### src/rtl/realAddrPkg.sv
package realAddrPkg;

  localparam int OFF_W         = 16;
  localparam int SEG_W         = 16;
  localparam int SEG_SHIFT     = 4;
  localparam int PHYS_W        = SEG_W + SEG_SHIFT;
  localparam int DISP_NARROW_W = 8;
  localparam int SEL_W         = 2;
  localparam int MODE_W        = 3;

  typedef enum logic [MODE_W-1:0] {
    AM_DIRECT   = 3'd0,
    AM_INDIRECT = 3'd1,
    AM_BASED    = 3'd2,
    AM_INDEXED  = 3'd3,
    AM_BASEIDX  = 3'd4
  } addrMode_e;

  typedef enum logic [SEL_W-1:0] {
    RS_BX = 2'd0,
    RS_BP = 2'd1,
    RS_SI = 2'd2,
    RS_DI = 2'd3
  } regSel_e;

  typedef enum logic [SEL_W-1:0] {
    SG_ES = 2'd0,
    SG_CS = 2'd1,
    SG_SS = 2'd2,
    SG_DS = 2'd3
  } segSel_e;

  typedef enum logic [1:0] {
    DZ_NONE = 2'd0,
    DZ_BYTE = 2'd1,
    DZ_WORD = 2'd2,
    DZ_BAD  = 2'd3
  } dispSize_e;

  // Strobes from control to datapath
  typedef struct packed {
    logic             accept;
    logic             reject;
    logic             addBase;
    logic [SEL_W-1:0] baseSel;
    logic             addIdx;
    logic [SEL_W-1:0] idxSel;
    logic [1:0]       dispMode;
    logic [SEL_W-1:0] segCode;
  } addrStrobe_t;

endpackage

### src/rtl/realAddrCtrl.sv
module realAddrCtrl
  import realAddrPkg::*;
(
  input  logic              clk,
  input  logic              rstN,
  input  logic              inValid,
  input  logic [MODE_W-1:0] mode,
  input  logic [SEL_W-1:0]  baseSel,
  input  logic [SEL_W-1:0]  idxSel,
  input  logic [1:0]        dispSize,
  input  logic              ovrValid,
  input  logic [SEL_W-1:0]  ovrSeg,
  output addrStrobe_t       strobe
);

  logic modeOk, baseOk, idxOk, dispOk, legal;
  logic useBase, useIdx, useDisp, bpBase;
  logic [SEL_W-1:0] defSeg;

  function automatic logic isBaseReg(input logic [SEL_W-1:0] s);
    return (s == RS_BX) || (s == RS_BP);
  endfunction

  function automatic logic isIdxReg(input logic [SEL_W-1:0] s);
    return (s == RS_SI) || (s == RS_DI);
  endfunction

  always_comb begin
    modeOk  = 1'b1;
    baseOk  = 1'b1;
    idxOk   = 1'b1;
    useBase = 1'b0;
    useIdx  = 1'b0;
    useDisp = 1'b1;
    case (mode)
      AM_DIRECT: ;
      AM_INDIRECT: begin
        useBase = 1'b1;
        useDisp = 1'b0;
      end
      AM_BASED: begin
        useBase = 1'b1;
        baseOk  = isBaseReg(baseSel);
      end
      AM_INDEXED: begin
        useIdx = 1'b1;
        idxOk  = isIdxReg(idxSel);
      end
      AM_BASEIDX: begin
        useBase = 1'b1;
        useIdx  = 1'b1;
        baseOk  = isBaseReg(baseSel);
        idxOk   = isIdxReg(idxSel);
      end
      default: modeOk = 1'b0;
    endcase
    dispOk = !useDisp || (dispSize != DZ_BAD);
    legal  = modeOk && baseOk && idxOk && dispOk;
    bpBase = useBase && (baseSel == RS_BP);
    defSeg = bpBase ? SG_SS : SG_DS;

    strobe.accept   = inValid && legal;
    strobe.reject   = inValid && !legal;
    strobe.addBase  = useBase;
    strobe.baseSel  = baseSel;
    strobe.addIdx   = useIdx;
    strobe.idxSel   = idxSel;
    strobe.dispMode = useDisp ? dispSize : DZ_NONE;
    strobe.segCode  = ovrValid ? ovrSeg : defSeg;
  end

  // direct addressing without override always lands in DS
  a_r4_direct_ds: assert property (@(posedge clk) disable iff (!rstN)
    (inValid && mode == AM_DIRECT && !ovrValid) |-> strobe.segCode == SG_DS);

  // indexed addressing without override always lands in DS
  a_r7_indexed_ds: assert property (@(posedge clk) disable iff (!rstN)
    (inValid && mode == AM_INDEXED && !ovrValid) |-> strobe.segCode == SG_DS);

  // a request is never both taken and refused
  a_r10_accept_excl: assert property (@(posedge clk) disable iff (!rstN)
    !(strobe.accept && strobe.reject));

  // modes above based-indexed never pass
  a_r10_bad_mode: assert property (@(posedge clk) disable iff (!rstN)
    (inValid && mode > AM_BASEIDX) |-> strobe.reject);

endmodule

### src/rtl/realAddrPath.sv
module realAddrPath
  import realAddrPkg::*;
(
  input  logic              clk,
  input  logic              rstN,
  input  addrStrobe_t       strobe,
  input  logic [OFF_W-1:0]  dispIn,
  input  logic [OFF_W-1:0]  regBx,
  input  logic [OFF_W-1:0]  regBp,
  input  logic [OFF_W-1:0]  regSi,
  input  logic [OFF_W-1:0]  regDi,
  input  logic [SEG_W-1:0]  segEs,
  input  logic [SEG_W-1:0]  segCs,
  input  logic [SEG_W-1:0]  segSs,
  input  logic [SEG_W-1:0]  segDs,
  output logic              offValid,
  output logic [OFF_W-1:0]  offOut,
  output logic [SEL_W-1:0]  segOut,
  output logic              errOut,
  output logic              physValid,
  output logic [PHYS_W-1:0] physOut
);

  localparam int NREG = 1 << SEL_W;

  logic [OFF_W-1:0]  gprArr [NREG];
  logic [SEG_W-1:0]  segArr [NREG];
  logic [OFF_W-1:0]  baseTerm, idxTerm, dispTerm, offNext;
  logic [SEG_W-1:0]  segValQ;
  logic [PHYS_W-1:0] segBase, offWide;

  assign gprArr[RS_BX] = regBx;
  assign gprArr[RS_BP] = regBp;
  assign gprArr[RS_SI] = regSi;
  assign gprArr[RS_DI] = regDi;
  assign segArr[SG_ES] = segEs;
  assign segArr[SG_CS] = segCs;
  assign segArr[SG_SS] = segSs;
  assign segArr[SG_DS] = segDs;

  always_comb begin
    baseTerm = strobe.addBase ? gprArr[strobe.baseSel] : '0;
    idxTerm  = strobe.addIdx  ? gprArr[strobe.idxSel]  : '0;
    case (strobe.dispMode)
      DZ_BYTE: dispTerm = {{(OFF_W-DISP_NARROW_W){dispIn[DISP_NARROW_W-1]}},
                           dispIn[DISP_NARROW_W-1:0]};
      DZ_WORD: dispTerm = dispIn;
      default: dispTerm = '0;
    endcase
    offNext = baseTerm + idxTerm + dispTerm;
  end

  // Stage 1: offset, segment code and value, error
  always_ff @(posedge clk) begin
    if (!rstN) begin
      offValid <= 1'b0;
      errOut   <= 1'b0;
      offOut   <= '0;
      segOut   <= '0;
      segValQ  <= '0;
    end else begin
      offValid <= strobe.accept;
      errOut   <= strobe.reject;
      if (strobe.accept) begin
        offOut  <= offNext;
        segOut  <= strobe.segCode;
        segValQ <= segArr[strobe.segCode];
      end
    end
  end

  assign segBase = {segValQ, {SEG_SHIFT{1'b0}}};
  assign offWide = {{(PHYS_W-OFF_W){1'b0}}, offOut};

  // Stage 2: physical address
  always_ff @(posedge clk) begin
    if (!rstN) begin
      physValid <= 1'b0;
      physOut   <= '0;
    end else begin
      physValid <= offValid;
      if (offValid) physOut <= segBase + offWide;
    end
  end

  // every offset result moves to stage 2 on the next edge
  a_r3_phys_follows: assert property (@(posedge clk) disable iff (!rstN)
    offValid |=> physValid);

  // no physical result without an offset result one cycle earlier
  a_r3_phys_needs_off: assert property (@(posedge clk) disable iff (!rstN)
    physValid |-> $past(offValid));

  // the low nibble of the address is the low nibble of the offset
  a_r2_low_nibble: assert property (@(posedge clk) disable iff (!rstN)
    physValid |-> physOut[SEG_SHIFT-1:0] == $past(offOut[SEG_SHIFT-1:0]));

  // an error never coincides with a valid offset
  a_r10_err_blocks: assert property (@(posedge clk) disable iff (!rstN)
    errOut |-> !offValid);

endmodule

### src/rtl/realAddrUnit.sv
module realAddrUnit
  import realAddrPkg::*;
(
  input  logic        clk,
  input  logic        rstN,
  input  logic        inValid,
  input  logic [2:0]  mode,
  input  logic [1:0]  baseSel,
  input  logic [1:0]  idxSel,
  input  logic [1:0]  dispSize,
  input  logic [15:0] dispIn,
  input  logic        ovrValid,
  input  logic [1:0]  ovrSeg,
  input  logic [15:0] regBx,
  input  logic [15:0] regBp,
  input  logic [15:0] regSi,
  input  logic [15:0] regDi,
  input  logic [15:0] segEs,
  input  logic [15:0] segCs,
  input  logic [15:0] segSs,
  input  logic [15:0] segDs,
  output logic        offValid,
  output logic [15:0] offOut,
  output logic [1:0]  segOut,
  output logic        errOut,
  output logic        physValid,
  output logic [19:0] physOut
);

  addrStrobe_t strobe;

  realAddrCtrl ctrl_i (
    .clk      (clk),
    .rstN     (rstN),
    .inValid  (inValid),
    .mode     (mode),
    .baseSel  (baseSel),
    .idxSel   (idxSel),
    .dispSize (dispSize),
    .ovrValid (ovrValid),
    .ovrSeg   (ovrSeg),
    .strobe   (strobe)
  );

  realAddrPath path_i (
    .clk       (clk),
    .rstN      (rstN),
    .strobe    (strobe),
    .dispIn    (dispIn),
    .regBx     (regBx),
    .regBp     (regBp),
    .regSi     (regSi),
    .regDi     (regDi),
    .segEs     (segEs),
    .segCs     (segCs),
    .segSs     (segSs),
    .segDs     (segDs),
    .offValid  (offValid),
    .offOut    (offOut),
    .segOut    (segOut),
    .errOut    (errOut),
    .physValid (physValid),
    .physOut   (physOut)
  );

  // nothing valid on the first cycle out of reset
  a_r1_quiet_after_reset: assert property (@(posedge clk)
    $rose(rstN) |-> (!offValid && !physValid && !errOut));

endmodule

### config.mk
export PLATFORM = sky130hd
export DESIGN_NAME = realAddrUnit
export DESIGN_NICKNAME = d
export VERILOG_FILES = /design/src/rtl/realAddrPkg.sv /design/src/rtl/realAddrCtrl.sv /design/src/rtl/realAddrPath.sv /design/src/rtl/realAddrUnit.sv
export SDC_FILE = /design/constraint.sdc
export NUM_CORES = 1
export LEC_CHECK = 0
export BUFFER_PORTS_ARGS = -buffer_cell sky130_fd_sc_hd__clkbuf_2
export CAP_MARGIN = 20
export CORE_MARGIN = 4
export CORE_UTILIZATION = 40
export CTS_CLUSTER_DIAMETER = 50
export CTS_CLUSTER_SIZE = 8
export DETAILED_ROUTE_END_ITERATION = 10
export GPL_ROUTABILITY_DRIVEN = 1
export PLACE_DENSITY = 0.68
export SETUP_SLACK_MARGIN = 0.2
export SLEW_MARGIN = 40
export SYNTH_ARGS = -nofsm -noshare
export SYNTH_HDL_FRONTEND = slang
export SYNTH_SLANG_ARGS = --single-unit
### constraint.sdc
create_clock -name clk -period 9.1 [get_ports clk]
set_clock_uncertainty 0.2 [all_clocks]
set_input_delay 0.91 -clock clk [delete_from_list [all_inputs] [get_ports clk]]
set_output_delay 0.91 -clock clk [all_outputs]
set_load 0.03 [all_outputs]
# Word-level counts from Yosys, hierarchy flattened
# Cells that the tools add are included.
[op_classes]
n_reduce_logical = 16
magnitude_cmp = 3
bitwise = 3
mux = 20
eq_ne = 10
addsub = 3
[ops]
columns = ["cell", "n"]
rows = [
  ["16-bit two-way mux", 8],
  ["16-bit binary-select mux with 2-bit select", 3],
  ["16-bit adder", 2],
  ["16-bit case mux with 2 select lines", 1],
  ["20-bit by 16-bit adder with 20-bit output", 1],
  ["3-bit >= comparator (second input constant)", 3],
  ["2-bit NOT with 3-bit output", 3],
  ["2-bit equality test (second input constant)", 3],
  ["3-bit by 2-bit equality test with 1-bit output (second input constant)", 2],
  ["1-bit logical AND", 6],
  ["1-bit two-way mux", 6],
  ["5-bit OR reduction", 1],
  ["2-bit by 1-bit equality test with 1-bit output (second input constant)", 2],
  ["2-bit two-way mux", 2],
  ["2-bit OR reduction", 2],
  ["3-bit by 1-bit equality test with 1-bit output (second input constant)", 1],
  ["3-bit equality test (second input constant)", 1],
  ["3-bit logical NOT", 1],
  ["1-bit logical OR", 3],
  ["3-bit OR reduction", 1],
  ["2-bit logical NOT", 1],
  ["2-bit != test (second input constant)", 1],
  ["1-bit logical NOT", 1],
]
[word_totals]
inputBits = 159
wordCells = 62
output_inout_bits = 41
regBits = 57

# Depth between registers and ports, before layout
[depth]
ltp_word = 10
mapped_depth = 21
depth_no_buf = 19

# Cells and area by module
# Synthesis repeated with hierarchy kept, for this count alone.
[hier_totals]
cells_unflattened = 564
hier_area_um2 = 5315.1
[by_module_without_submodules]
columns = ["mod", "n_inst", "area_per_inst_um2", "cells_per_inst"]
rows = [
  ["realAddrPath", 1, 5108.6, 532],
  ["realAddrCtrl", 1, 206.4, 32],
]

# Worst setup path after synthesis
# OpenSTA, ideal clock, no wires.
[synth_timing]
path_type = "in2reg"
from = "in mode[2]"
to = "reg path_i.offOut[15]"
path_buffers = 2
path_slack_ns = 4.145
stages = 19
setup_time_ns = 0.122
arrival_ns = 4.632
path_cell_list = "buf_2 > or2b_1 > o21ai_0 > ha_1 > clkbuf_1 > nor2_1 > nand2_1 > fa_1 > inv_1 > ha_1 > inv_1 > fa_1 > nor2b_1 > o31a_1 > o31ai_1 > nor2_1 > a211oi_1 > nor4_1 > nand3b_1"
[synth_via]
elab_chain_cells = 7
[synth_lines]
columns = ["item", "line", "source"]
rows = [
  ["start: declaration", "realAddrUnit.sv:7", "input logic [2:0] mode,"],
  ["branches (longest 7 deep; another with 16-bit adder)", "n/a", ""],
  ["end signal: assignment", "realAddrPath.sv:65", "offOut <= offNext;"],
  ["end: declaration", "realAddrPath.sv:17", "output logic [OFF_W-1:0] offOut,"],
]
# Parallel ways; which one is timed is not known.
# A chain may end at the register's enable or synchronous reset.

# Worst setup path in the final report
[layout_timing]
from = "in mode[0]"
to = "reg path_i.offOut[15]"
# Same word-level chain as after synthesis.

==> flow_summary.yaml <==
layout:
  syn2layout_area_growth_pct: 27.36
  final_nets: 954
  num_antenna_cells: 0
  finalInstanceArea_mm2: 0.006594
  layout-drive-gt1-share: 0.3444
worst_setup_path:
  worst_ep_arrival_time_ns: 5.07
  setup.worst_path.end_class: "flip-flop"
  critical_path_class: "input port to flip-flop"
  cp-start-kind: "input port"
  crit_path_max_fanout: 9
  required_ns: 9.11
timing:
  hold_violations: 0
  relSlewSlack: 0.5908
  worst_pin_slew_ns: 0.5984
  setup_viol: 0
  hold_ws_ns: 0.2584
  min_period_ns: 5.062
  tns_ns: 0
  slew_violations: 0
  fmax_ghz: 0.1976
  rsz0062_at_grt: "no"
  period_share: 0.5563
  worst_slack_ns: 4.038
clocking:
  cts_hold_buf: 0
  cts_root_buf: "clkbuf_16"
  ctsResizeCount: 0
  tritoncts: "done"
  cts.sinks: 57
  cts_made_buffers: 9
  clkTransAtPathRegs_ns: 0.05
  clockBufferDepth: 2
  postCtsSetupBuffers: 0
  htreeDepth: 3
  clk_latency_ns: 0.32
worst_hold_path:
  hold_path_class: "flip-flop to flip-flop"
pwr:
  p_leak_nw: 3.107
  power_density_mw_per_mm2: 138.3
  ir_drop_uv: 65.93
  design_power_total_mw: 0.9117
yosys:
  synthTopCellsByArea: "dfxtp_1 22%, mux4_2 16%, ha_1 6.8%"
  synth_cell_type_count: 55
  yosysTopAreaCell: "dfxtp_1"
  ys_warn_count: 0
  ys_seq_elements: 57
  postSynthNetCount: 770
  yosysSeqAreaShare: 0.2204
  synthesis.area_mm2: 0.005177
  syn_inst: 566
  async_flop_share: 0
  avgSynthCellArea_um2: 9.147
  synth-edff-count: 0
  synth_top_area_frac: 0.2204
  synth_ff_type: "dfxtp_1"
die:
  start_util: 0.4086
  die_w_um: 121.8
  rows: 41
  coreArea_mm2: 0.01267
  io_pins: 200
  die_height_um: 121.8
  dieArea_mm2: 0.01483
routing:
  vias: 4848
  viasPerCell: 5.230
  drt_first_pass_iters: 5
  drt_iter0_markers: 278
  postRouteAntennaNets: 0
  post-route-drc-count: 0
  drt_wl_total_um: 14320
  post_drt_wl_per_cell_um: 15.45
global_route:
  grt_pass1_wl_um: 22960
  grt_max_degree: 34
  antenna_found_initial: 0
  grt.overflow.total: 0
  grt_pass1_vias: 4833
  track_usage: 0.1909
placement:
  postPlaceCellArea_mm2: 0.006274
  place_ws_ns: 3.669
  gp_congestion: 0.8622
  dp_hpwl_um: 11980
  io_buffers: 199
outcome:
  outcome: "finished, final reports clean"
flow_run:
  drv_cap: 0
## layout make-up
| type | instances | area [um^2] |
|---|---|---|
| fillers | 1174 | 6077 |
| multi-input cells | 438 | 3730 |
| flip-flops and latches | 57 | 1141 |
| repair buffers | 205 | 1041 |
| clock buffers | 10 | 229.0 |
| well taps | 172 | 215.2 |
| inverters | 39 | 146.4 |
| clock inverters | 6 | 91.34 |
## synthesized netlist by cell type (2+ instances only)
master     instances
nand2b_1           9
nor3b_1            3
a21oi_1           32
a31oi_1            3
nand3b_1           7
a2111oi_0          2
a211o_1            3
ha_1              28
mux4_1             5
nor3_1             4
nand3_1           18
buf_2              8
o31ai_1            3
o22ai_1            6
xor2_1             9
nand4_1            3
and3_1             2
and2_1             7
o31a_1             2
o21a_1             7
inv_1             37
mux4_2            36
clkinv_1           2
clkbuf_1          18
o21bai_1           2
a211oi_1           7
a2bb2oi_1          5
o21ai_0           24
a21o_1            14
mux2i_1           24
fa_1              17
xnor2_1           17
buf_8              2
nor2b_1            3
nand2_1           87
o2bb2ai_1          2
buf_1              3
nor2_1            32
dfxtp_1           57
## logic make-up after synthesis
group	count (synthesis)	share of synthesized area
simple gates	182	0.1610
mux	66	0.2327
fa+ha+maj	45	0.1334
xor+xnor	26	0.04398
compound gates	119	0.1494
buf+inv	71	0.05921
flops	57	0.2204
## worst max-delay path, stage by stage
cell      delay [ns]
clkbuf_2        0.15
or2b_1          0.26
o21ai_0         0.26
ha_1            0.39
nor2_1          0.41
nand2_1         0.15
fa_1            0.55
inv_1           0.04
ha_1            0.20
inv_1           0.07
fa_1            0.20
nor2b_1         0.07
o31a_1          0.27
o31ai_1         0.51
nor2_1          0.11
a211oi_1        0.28
nor4_1          0.07
nand3b_1        0.16
## registers in the layout (all words and copies together), names as in the netlist
signal / flops
path_i.physValid: 1
path_i.offOut: 16
path_i.physOut: 20
path_i.errOut: 1
path_i.segValQ: 16
path_i.segOut: 2
path_i.offValid: 1
## cells in the final DEF, fill, tap and decap left out, drive strengths merged, types with 4 or more instances in the layout
master / instances
o21ai: 25
ha: 28
inv: 38
mux2i: 25
clkbuf: 209
nor2: 32
xor2: 9
o21a: 7
nand2: 87
a21oi: 32
nor3: 4
nand2b: 9
and2: 7
mux4: 41
fa: 17
nand3b: 8
a2bb2oi: 5
nand3: 18
a211oi: 7
xnor2: 17
a21o: 14
buf: 6
o22ai: 6
dfxtp: 57
## metal layers
metal | part of all wire | up-vias | track usage
met4 | 0.0087 | 0 | 0.04692
met5 | 0 | - | 0
li1 | - | 2410 | -
met1 | 0.42 | 2258 | 0.2332
met3 | 0.067 | 10 | 0.03621
met2 | 0.50 | 170 | 0.3463
## per-stage QoR
| step | cells | utilization |
|---|---|---|
| detailed placement | 911 | 0.4951 |
| finish | 927 | 0.5204 |
| global placement | 911 | 0.4951 |
| floorplan | 566 | - |
| global route | 927 | 0.5204 |
| CTS | 927 | 0.5204 |
## worst paths after layout
| path | startpoint | to | slack [ns] | cells after the start |
|---|---|---|---|---|
| worst min register to register | path_i.segValQ[2]$_SDFFE_PN0P_ | path_i.segValQ[2]$_SDFFE_PN0P_ | 0.26 | 2 |
| worst max-delay path | mode[0] | path_i.offOut[15]$_SDFFE_PN0P_ | 4.04 | 18 |
| worst max register to register | path_i.segValQ[0]$_SDFFE_PN0P_ | path_i.physOut[18]$_SDFFE_PN0P_ | 6.47 | 10 |
| worst min-delay path | path_i.segValQ[2]$_SDFFE_PN0P_ | path_i.segValQ[2]$_SDFFE_PN0P_ | 0.26 | 2 |
## power by group
| group | internal (mW) | switching, mW |
|---|---|---|
| combinational | 0.129 | 0.150 |
| clock | 0.240 | 0.117 |
| sequential | 0.264 | 0.0114 |
No activity file was read; power rests on OpenSTA's default activity.
